## config.mk

```make
export PLATFORM = sky130hd
export DESIGN_NAME = uart_lsr_rxq
export DESIGN_NICKNAME = d
export VERILOG_FILES = /design/src/rtl/uart_lsr_pkg.sv /design/src/rtl/uart_rxq_store.sv /design/src/rtl/uart_rfe_track.sv /design/src/rtl/uart_lsr_flags.sv /design/src/rtl/uart_lsr_rxq.sv
export SDC_FILE = /design/constraint.sdc
export NUM_CORES = 1
export LEC_CHECK = 0
export ABC_AREA = 0
export BUFFER_PORTS_ARGS = -buffer_cell sky130_fd_sc_hd__buf_2
export CORE_UTILIZATION = 40
export CTS_CLUSTER_DIAMETER = 50
export DETAILED_ROUTE_END_ITERATION = 10
export GPL_TIMING_DRIVEN = 0
export SKIP_LAST_GASP = 1
export SLEW_MARGIN = 40
export SYNTH_ARGS = -nofsm -noshare
export SYNTH_HDL_FRONTEND = slang
export SYNTH_SLANG_ARGS = --single-unit
```

## constraint.sdc

```tcl
create_clock -name clk -period 12.1 [get_ports clk]
set_input_delay 0.605 -clock clk [delete_from_list [all_inputs] [get_ports clk]]
set_output_delay 0.605 -clock clk [all_outputs]
set_load 0.1 [all_outputs]
```

## src/rtl/uart_lsr_pkg.sv

```systemverilog
package uart_lsr_pkg;

  typedef struct packed {
    logic brk;
    logic fe;
    logic pe;
  } rx_tag_t;

  localparam int LSR_RFE  = 7;
  localparam int LSR_TEMT = 6;
  localparam int LSR_THRE = 5;
  localparam int LSR_BI   = 4;
  localparam int LSR_FE   = 3;
  localparam int LSR_PE   = 2;
  localparam int LSR_OE   = 1;
  localparam int LSR_DR   = 0;

endpackage

```

## src/rtl/uart_rxq_store.sv

```systemverilog
module uart_rxq_store
  import uart_lsr_pkg::*;
#(
  parameter int DEPTH = 16,
  parameter int DW    = 8,
  localparam int AW   = $clog2(DEPTH),
  localparam int CW   = $clog2(DEPTH + 1)
) (
  input  logic          clk,
  input  logic          rst_n,
  input  logic          mode_in,
  input  logic          push,
  input  logic [DW-1:0] push_data,
  input  rx_tag_t       push_tag,
  input  logic          pop,
  output logic [DW-1:0] head_data,
  output rx_tag_t       head_tag,
  output rx_tag_t       next_tag,
  output logic [CW-1:0] count,
  output logic          flush,
  output logic          push_acc,
  output logic          pop_acc,
  output logic          ovr_evt,
  output logic          ovw_evt
);

  logic [DW-1:0] data_mem [DEPTH];
  rx_tag_t       tag_mem  [DEPTH];

  logic          mode_q;
  logic [AW-1:0] rd_ptr, wr_ptr, rd_ptr_d, wr_ptr_d, rd_inc, wr_inc;
  logic [CW-1:0] count_d;
  logic          cap_full, empty, wr_en;
  logic [AW-1:0] wr_addr;

  assign rd_inc = (rd_ptr == AW'(DEPTH - 1)) ? '0 : rd_ptr + AW'(1);
  assign wr_inc = (wr_ptr == AW'(DEPTH - 1)) ? '0 : wr_ptr + AW'(1);

  always_comb begin
    flush    = (mode_in != mode_q);
    empty    = (count == '0);
    cap_full = mode_q ? (count == CW'(DEPTH)) : (count == CW'(1));
    pop_acc  = pop && !empty && !flush;
    push_acc = push && !flush && (!cap_full || pop_acc);
    ovr_evt  = push && !flush && cap_full && !pop_acc;
    ovw_evt  = ovr_evt && !mode_q;
    wr_en    = push_acc || ovw_evt;
    wr_addr  = ovw_evt ? rd_ptr : wr_ptr;
    if (flush) begin
      count_d  = '0;
      rd_ptr_d = '0;
      wr_ptr_d = '0;
    end else begin
      count_d  = count + CW'(push_acc) - CW'(pop_acc);
      rd_ptr_d = pop_acc  ? rd_inc : rd_ptr;
      wr_ptr_d = push_acc ? wr_inc : wr_ptr;
    end
  end

  always_ff @(posedge clk or negedge rst_n) begin
    if (!rst_n) begin
      mode_q <= 1'b0;
      count  <= '0;
      rd_ptr <= '0;
      wr_ptr <= '0;
    end else begin
      mode_q <= mode_in;
      count  <= count_d;
      rd_ptr <= rd_ptr_d;
      wr_ptr <= wr_ptr_d;
    end
  end

  always_ff @(posedge clk) begin
    if (wr_en) begin
      data_mem[wr_addr] <= push_data;
      tag_mem[wr_addr]  <= push_tag;
    end
  end

  assign head_data = data_mem[rd_ptr];
  assign head_tag  = tag_mem[rd_ptr];
  assign next_tag  = tag_mem[rd_inc];

  assert_no_overflow_R3: assert property (@(posedge clk) disable iff (!rst_n)
    count <= CW'(DEPTH));
  assert_single_hold_R4: assert property (@(posedge clk) disable iff (!rst_n)
    !mode_q |-> count <= CW'(1));
  assert_overrun_keeps_R3: assert property (@(posedge clk) disable iff (!rst_n)
    ovr_evt |=> count == $past(count));

endmodule

```

## src/rtl/uart_rfe_track.sv

```systemverilog
module uart_rfe_track #(
  parameter int DEPTH = 16,
  localparam int CW   = $clog2(DEPTH + 1)
) (
  input  logic clk,
  input  logic rst_n,
  input  logic flush,
  input  logic push_acc,
  input  logic ovw_evt,
  input  logic push_err,
  input  logic pop_acc,
  input  logic head_err,
  input  logic stat_rd,
  output logic rfe
);

  logic [CW-1:0] err_cnt, err_cnt_d;
  logic          rfe_d, err_in;

  always_comb begin
    err_in = (push_acc || ovw_evt) && push_err;
    if (flush)
      err_cnt_d = '0;
    else
      err_cnt_d = err_cnt + CW'(err_in)
                - CW'((pop_acc || ovw_evt) && head_err);
    if (err_in)
      rfe_d = 1'b1;
    else if (stat_rd && err_cnt_d == '0)
      rfe_d = 1'b0;
    else
      rfe_d = rfe;
  end

  always_ff @(posedge clk or negedge rst_n) begin
    if (!rst_n) begin
      err_cnt <= '0;
      rfe     <= 1'b0;
    end else begin
      err_cnt <= err_cnt_d;
      rfe     <= rfe_d;
    end
  end

  assert_rfe_covers_R7: assert property (@(posedge clk) disable iff (!rst_n)
    (err_cnt != '0) |-> rfe);
  assert_rfe_sets_R7: assert property (@(posedge clk) disable iff (!rst_n)
    err_in |=> rfe);

endmodule

```

## src/rtl/uart_lsr_flags.sv

```systemverilog
module uart_lsr_flags
  import uart_lsr_pkg::*;
(
  input  logic    clk,
  input  logic    rst_n,
  input  logic    stat_rd,
  input  logic    load,
  input  rx_tag_t load_tag,
  input  logic    ovr_evt,
  output rx_tag_t head_flags,
  output logic    oe
);

  rx_tag_t head_flags_d;
  logic    oe_d;

  always_comb begin
    if (load)
      head_flags_d = load_tag;
    else if (stat_rd)
      head_flags_d = '0;
    else
      head_flags_d = head_flags;
    if (ovr_evt)
      oe_d = 1'b1;
    else if (stat_rd)
      oe_d = 1'b0;
    else
      oe_d = oe;
  end

  always_ff @(posedge clk or negedge rst_n) begin
    if (!rst_n) begin
      head_flags <= '0;
      oe         <= 1'b0;
    end else begin
      head_flags <= head_flags_d;
      oe         <= oe_d;
    end
  end

  assert_oe_set_R5: assert property (@(posedge clk) disable iff (!rst_n)
    ovr_evt |=> oe);
  assert_oe_keep_R5: assert property (@(posedge clk) disable iff (!rst_n)
    (oe && !stat_rd) |=> oe);
  assert_oe_clear_R5: assert property (@(posedge clk) disable iff (!rst_n)
    (stat_rd && !ovr_evt) |=> !oe);
  assert_head_load_R6: assert property (@(posedge clk) disable iff (!rst_n)
    load |=> head_flags == $past(load_tag));

endmodule

```

## src/rtl/uart_lsr_rxq.sv

```systemverilog
module uart_lsr_rxq
  import uart_lsr_pkg::*;
#(
  parameter int DEPTH = 16,
  parameter int DW    = 8,
  parameter int TXW   = 5,
  localparam int CW   = $clog2(DEPTH + 1)
) (
  input  logic           clk,
  input  logic           rst_n,
  input  logic           fifo_en,
  input  logic           rx_valid,
  input  logic [DW-1:0]  rx_data,
  input  logic           rx_brk,
  input  logic           rx_fe,
  input  logic           rx_pe,
  input  logic           rd_data_stb,
  input  logic           rd_stat_stb,
  input  logic [TXW-1:0] tx_hold_level,
  input  logic           tx_shift_busy,
  output logic [DW-1:0]  rd_data,
  output logic [7:0]     lsr
);

  rx_tag_t       in_tag, head_tag, next_tag, load_tag, head_flags;
  logic [DW-1:0] head_data;
  logic [CW-1:0] count;
  logic          flush, push_acc, pop_acc, ovr_evt, ovw_evt;
  logic          load_push, load_next, load, rfe, oe, dr, thre, temt;

  assign in_tag = '{brk: rx_brk, fe: rx_fe, pe: rx_pe};

  uart_rxq_store #(.DEPTH(DEPTH), .DW(DW)) u_store (
    .clk       (clk),
    .rst_n     (rst_n),
    .mode_in   (fifo_en),
    .push      (rx_valid),
    .push_data (rx_data),
    .push_tag  (in_tag),
    .pop       (rd_data_stb),
    .head_data (head_data),
    .head_tag  (head_tag),
    .next_tag  (next_tag),
    .count     (count),
    .flush     (flush),
    .push_acc  (push_acc),
    .pop_acc   (pop_acc),
    .ovr_evt   (ovr_evt),
    .ovw_evt   (ovw_evt)
  );

  // A new head appears when a character lands in empty (or just emptied)
  // storage, when a held character is replaced, or when a read exposes
  // the next queued character.
  always_comb begin
    load_next = pop_acc && (count > CW'(1));
    load_push = (push_acc && ((count == '0) || (pop_acc && count == CW'(1))))
              || ovw_evt;
    load      = load_next || load_push;
    load_tag  = load_next ? next_tag : in_tag;
  end

  uart_lsr_flags u_flags (
    .clk        (clk),
    .rst_n      (rst_n),
    .stat_rd    (rd_stat_stb),
    .load       (load),
    .load_tag   (load_tag),
    .ovr_evt    (ovr_evt),
    .head_flags (head_flags),
    .oe         (oe)
  );

  uart_rfe_track #(.DEPTH(DEPTH)) u_rfe (
    .clk      (clk),
    .rst_n    (rst_n),
    .flush    (flush),
    .push_acc (push_acc),
    .ovw_evt  (ovw_evt),
    .push_err (|in_tag),
    .pop_acc  (pop_acc),
    .head_err (|head_tag),
    .stat_rd  (rd_stat_stb),
    .rfe      (rfe)
  );

  always_comb begin
    dr   = (count != '0);
    thre = (tx_hold_level == '0);
    temt = thre && !tx_shift_busy;
    rd_data = dr ? head_data : '0;
    lsr = '0;
    lsr[LSR_RFE]  = rfe;
    lsr[LSR_TEMT] = temt;
    lsr[LSR_THRE] = thre;
    lsr[LSR_BI]   = head_flags.brk;
    lsr[LSR_FE]   = head_flags.fe;
    lsr[LSR_PE]   = head_flags.pe;
    lsr[LSR_OE]   = oe;
    lsr[LSR_DR]   = dr;
  end

  assert_dr_drain_R2: assert property (@(posedge clk) disable iff (!rst_n)
    $fell(lsr[LSR_DR]) |-> ($past(pop_acc) || $past(flush)));
  assert_temt_needs_idle_R8: assert property (@(posedge clk) disable iff (!rst_n)
    tx_shift_busy |-> !lsr[LSR_TEMT]);

endmodule

```

==> summary.md <==
| Metric | Value |
|---|---|
| Outcome | `finished, final reports clean` |
| Core Region | `21820 µm²` |
| Number of remaining DRC errors | `0` |
| Placed Instances | `891` |
| RSZ-0062 raised after global routing | `false` |
| WP data arrival | `4930 ps` |
| Max_slew headroom | `46.45%` |
| Layout cell share with drive strength beyond 1 | `23.05%` |
| CP Max Fanout | `10` |
| Num ports | `39` |
| Num rows | `54` |
| Post-CTS Setup Bufs | `0` |
| Setup tns final | `0 ps` |
| CTS Buffer Depth | `2` |
| First-pass DRT Iterations | `4` |
| Die Ht | `151.1 µm` |
| Gr ovfl total | `0` |
| Post-DR wirelength/cell | `21.21 µm` |
| DR iter-0 viols | `333` |
| Most frequent cells in the layout | `176 x edfxtp_1, 45 x buf_2, 42 x mux2i_1` |
| Fin crit share | `37.76%` |
| CTS clock-pin slew for the worst setup and hold paths | `80 ps` |
| Cells after Synth | `573` |
| Hold/Removal Path Class | `in2async` |
| Fraction of registers with async set/reset | `12.00%` |
| Pin count of the biggest net entering global routing | `25` |
| Final-report max-slew violation count | `0` |
| Initial core utilization | `40.73%` |
| Post-synth cell types | `61` |
| Total wire length | `19.55 mm` |
| Fin nets | `670` |
| Final Cell Area | `10070 µm²` |
| Pleak | `3.407 nW` |
| Yosys warning total | `0` |
| Synth-to-layout area growth | `13.27%` |
| DR vias | `5116` |
| Syn nets | `613` |
| Post-Syn Area | `8889 µm²` |
| Post-route ant nets | `0` |
| Cell Count, Final, Fillers Out | `922` |
| RR Endpoint | `u_rfe.rfe` |
| CTS H-tree lvls | `4` |
| Ant. Diodes | `0` |
| Clock sinks | `200` |
| Later-pin clock latency in the skew report | `460 ps` |
| WS Path Type | `reg2reg` |
| Worst slack at placement | `7605 ps` |
| Least-Margin Pin Slew | `800.1 ps` |
| Post-Place Cell Area | `9469 µm²` |
| Hold_buf cts | `0` |
| Yosys reg bits | `200` |
| Worst Path Required | `12460 ps` |
| Most common cell after layout, fill and taps aside | `edfxtp_1` |
| Cts repair resizes | `0` |
| Reg2reg setup slack | `7530 ps` |
| Max Freq | `0.2189 GHz` |
| Worst Hold Slack | `138.3 ps` |
| Worst Skew | `27.47 ps` |
| Global-route wire length before repair | `30.08 mm` |
| FF-to-FF path depth | `15` |
| Number of setup violations in the final report | `0` |
| CP Launch Type | `flop` |
| RD Place Congestion | `0.8506` |
| Max-cap viol count | `0` |
| GRT Total Usage | `18.42%` |
| Final hold vios | `0` |
| Synth Area per Inst | `15.51 µm²` |
| IO buf count | `38` |
| Crit path time final | `4569 ps` |
| CTS tree | `done` |
| Final core occ | `46.14%` |
| FF-to-FF Start | `u_store.rd_ptr[0]` |
| Initial antenna violation count | `0` |
| CTS buffer count | `17` |
| DP Wirelength | `13.79 mm` |
| Seq/Total Area, Yosys | `66.22%` |
| Vias per Instance | `5.549` |
| Total Power | `2.073 mW` |
| Vias in the first global route | `5349` |
| Kind of end point of the critical path | `flop` |
| P per Cell Area | `205.9 nW/µm²` |
| Max IR drop VDD | `0.0003628 V` |
| Most used flip-flop cell after synthesis | `edfxtp_1` |
| Setup ws final | `7531 ps` |
| CTS Root Cell | `clkbuf_16` |
| Post-synth EDFFs | `176` |
| Die footprint | `22820 µm²` |
| Die width | `151.1 µm` |
-- logic make-up (layout without fill, tap and decap cells) --
family	Yosys count	in the layout	share of synthesized area, %
xor+xnor	11	11	1.506
compound gates	100	100	7.559
simple gates	118	118	7.221
buf+inv	57	126	3.322
fa+ha+maj	17	17	2.562
mux	70	70	11.61
flops	200	200	66.22
-- worst max-delay path by stage --
stage | cells after the start | to | slack [ps] | from
2_1_floorplan | 6 | rd_data[4] | 8050 | u_store.rd_ptr[1]
3_3_place_gp | 15 | u_rfe.rfe | 7680 | u_store.rd_ptr[0]
3_5_place_dp | 15 | u_rfe.rfe | 7610 | u_store.rd_ptr[0]
4_1_cts | 15 | u_rfe.rfe | 7560 | u_store.rd_ptr[0]
5_1_grt | 15 | u_rfe.rfe | 7290 | u_store.rd_ptr[0]
6_report | 15 | u_rfe.rfe | 7530 | u_store.rd_ptr[0]
-- registers in the layout, indices dropped and copies added, names as in the netlist --
register            cells
u_store.data_mem      128
u_store.tag_mem        48
u_rfe.err_cnt           5
u_store.count           5
u_store.rd_ptr          4
u_store.wr_ptr          4
u_flags.head_flags      3
u_flags.oe              1
u_rfe.rfe               1
u_store.mode_q          1
-- metal layers --
metal	GRT usage (%)	vias to the layer above	share of wire [%]
met3	3.855	16	4.6
met4	6.450	0	1.3
met1	22.70	2608	42
met5	0	-	0
met2	32.00	123	52
li1	-	2369	-
-- report_power, final --
group	switching, mW	total, mW	internal, mW
combinational	0.473	0.707	0.235
sequential	0.0184	0.799	0.780
clock	0.287	0.567	0.280
-- critical path: stages (launching register included) --
cell and delay, ps:
dfrtp_1 390, buf_4 170, clkbuf_1 590, clkbuf_1 480
a211oi_1 230, a211oi_1 350, o22a_1 190, ha_1 120
inv_1 40, ha_1 200, fa_1 440, xnor2_1 210
nor2_2 50, or4b_1 500, or3_1 310, a21o_1 180
-- cell type report --
class | count | area, µm²
plain buffers | 38 | 224.0
clock buffers | 17 | 425.4
clock inverters | 14 | 173.9
fillers | 1936 | 11760
inverters | 19 | 71.32
multi-input cells | 316 | 2748
flip-flops and latches | 200 | 5886
well taps | 280 | 350.3
repair buffers | 38 | 190.2
-- synthesized netlist by cell type (4+ instances only) --
| cell type | instances | area share, % |
|---|---|---|
| a211oi_1 | 8 | 0.68 |
| a21oi_1 | 31 | 1.7 |
| a31oi_1 | 8 | 0.56 |
| buf_2 | 7 | 0.39 |
| buf_4 | 9 | 0.76 |
| clkbuf_1 | 18 | 0.76 |
| dfrtp_1 | 24 | 6.8 |
| edfxtp_1 | 176 | 59 |
| ha_1 | 15 | 2.1 |
| inv_1 | 18 | 0.76 |
| mux2i_1 | 42 | 4.7 |
| mux4_2 | 25 | 6.3 |
| nand2_1 | 9 | 0.38 |
| nor2_1 | 38 | 1.6 |
| nor2b_1 | 5 | 0.35 |
| nor3_1 | 20 | 1.1 |
| nor3b_1 | 5 | 0.42 |
| nor4_1 | 9 | 0.63 |
| o21ai_0 | 10 | 0.56 |
| o221ai_1 | 16 | 1.6 |
| o22ai_1 | 9 | 0.63 |
| or3_1 | 5 | 0.35 |
| xnor2_1 | 4 | 0.39 |
| xor2_1 | 5 | 0.49 |
Power figures use the tool's default switching activity.
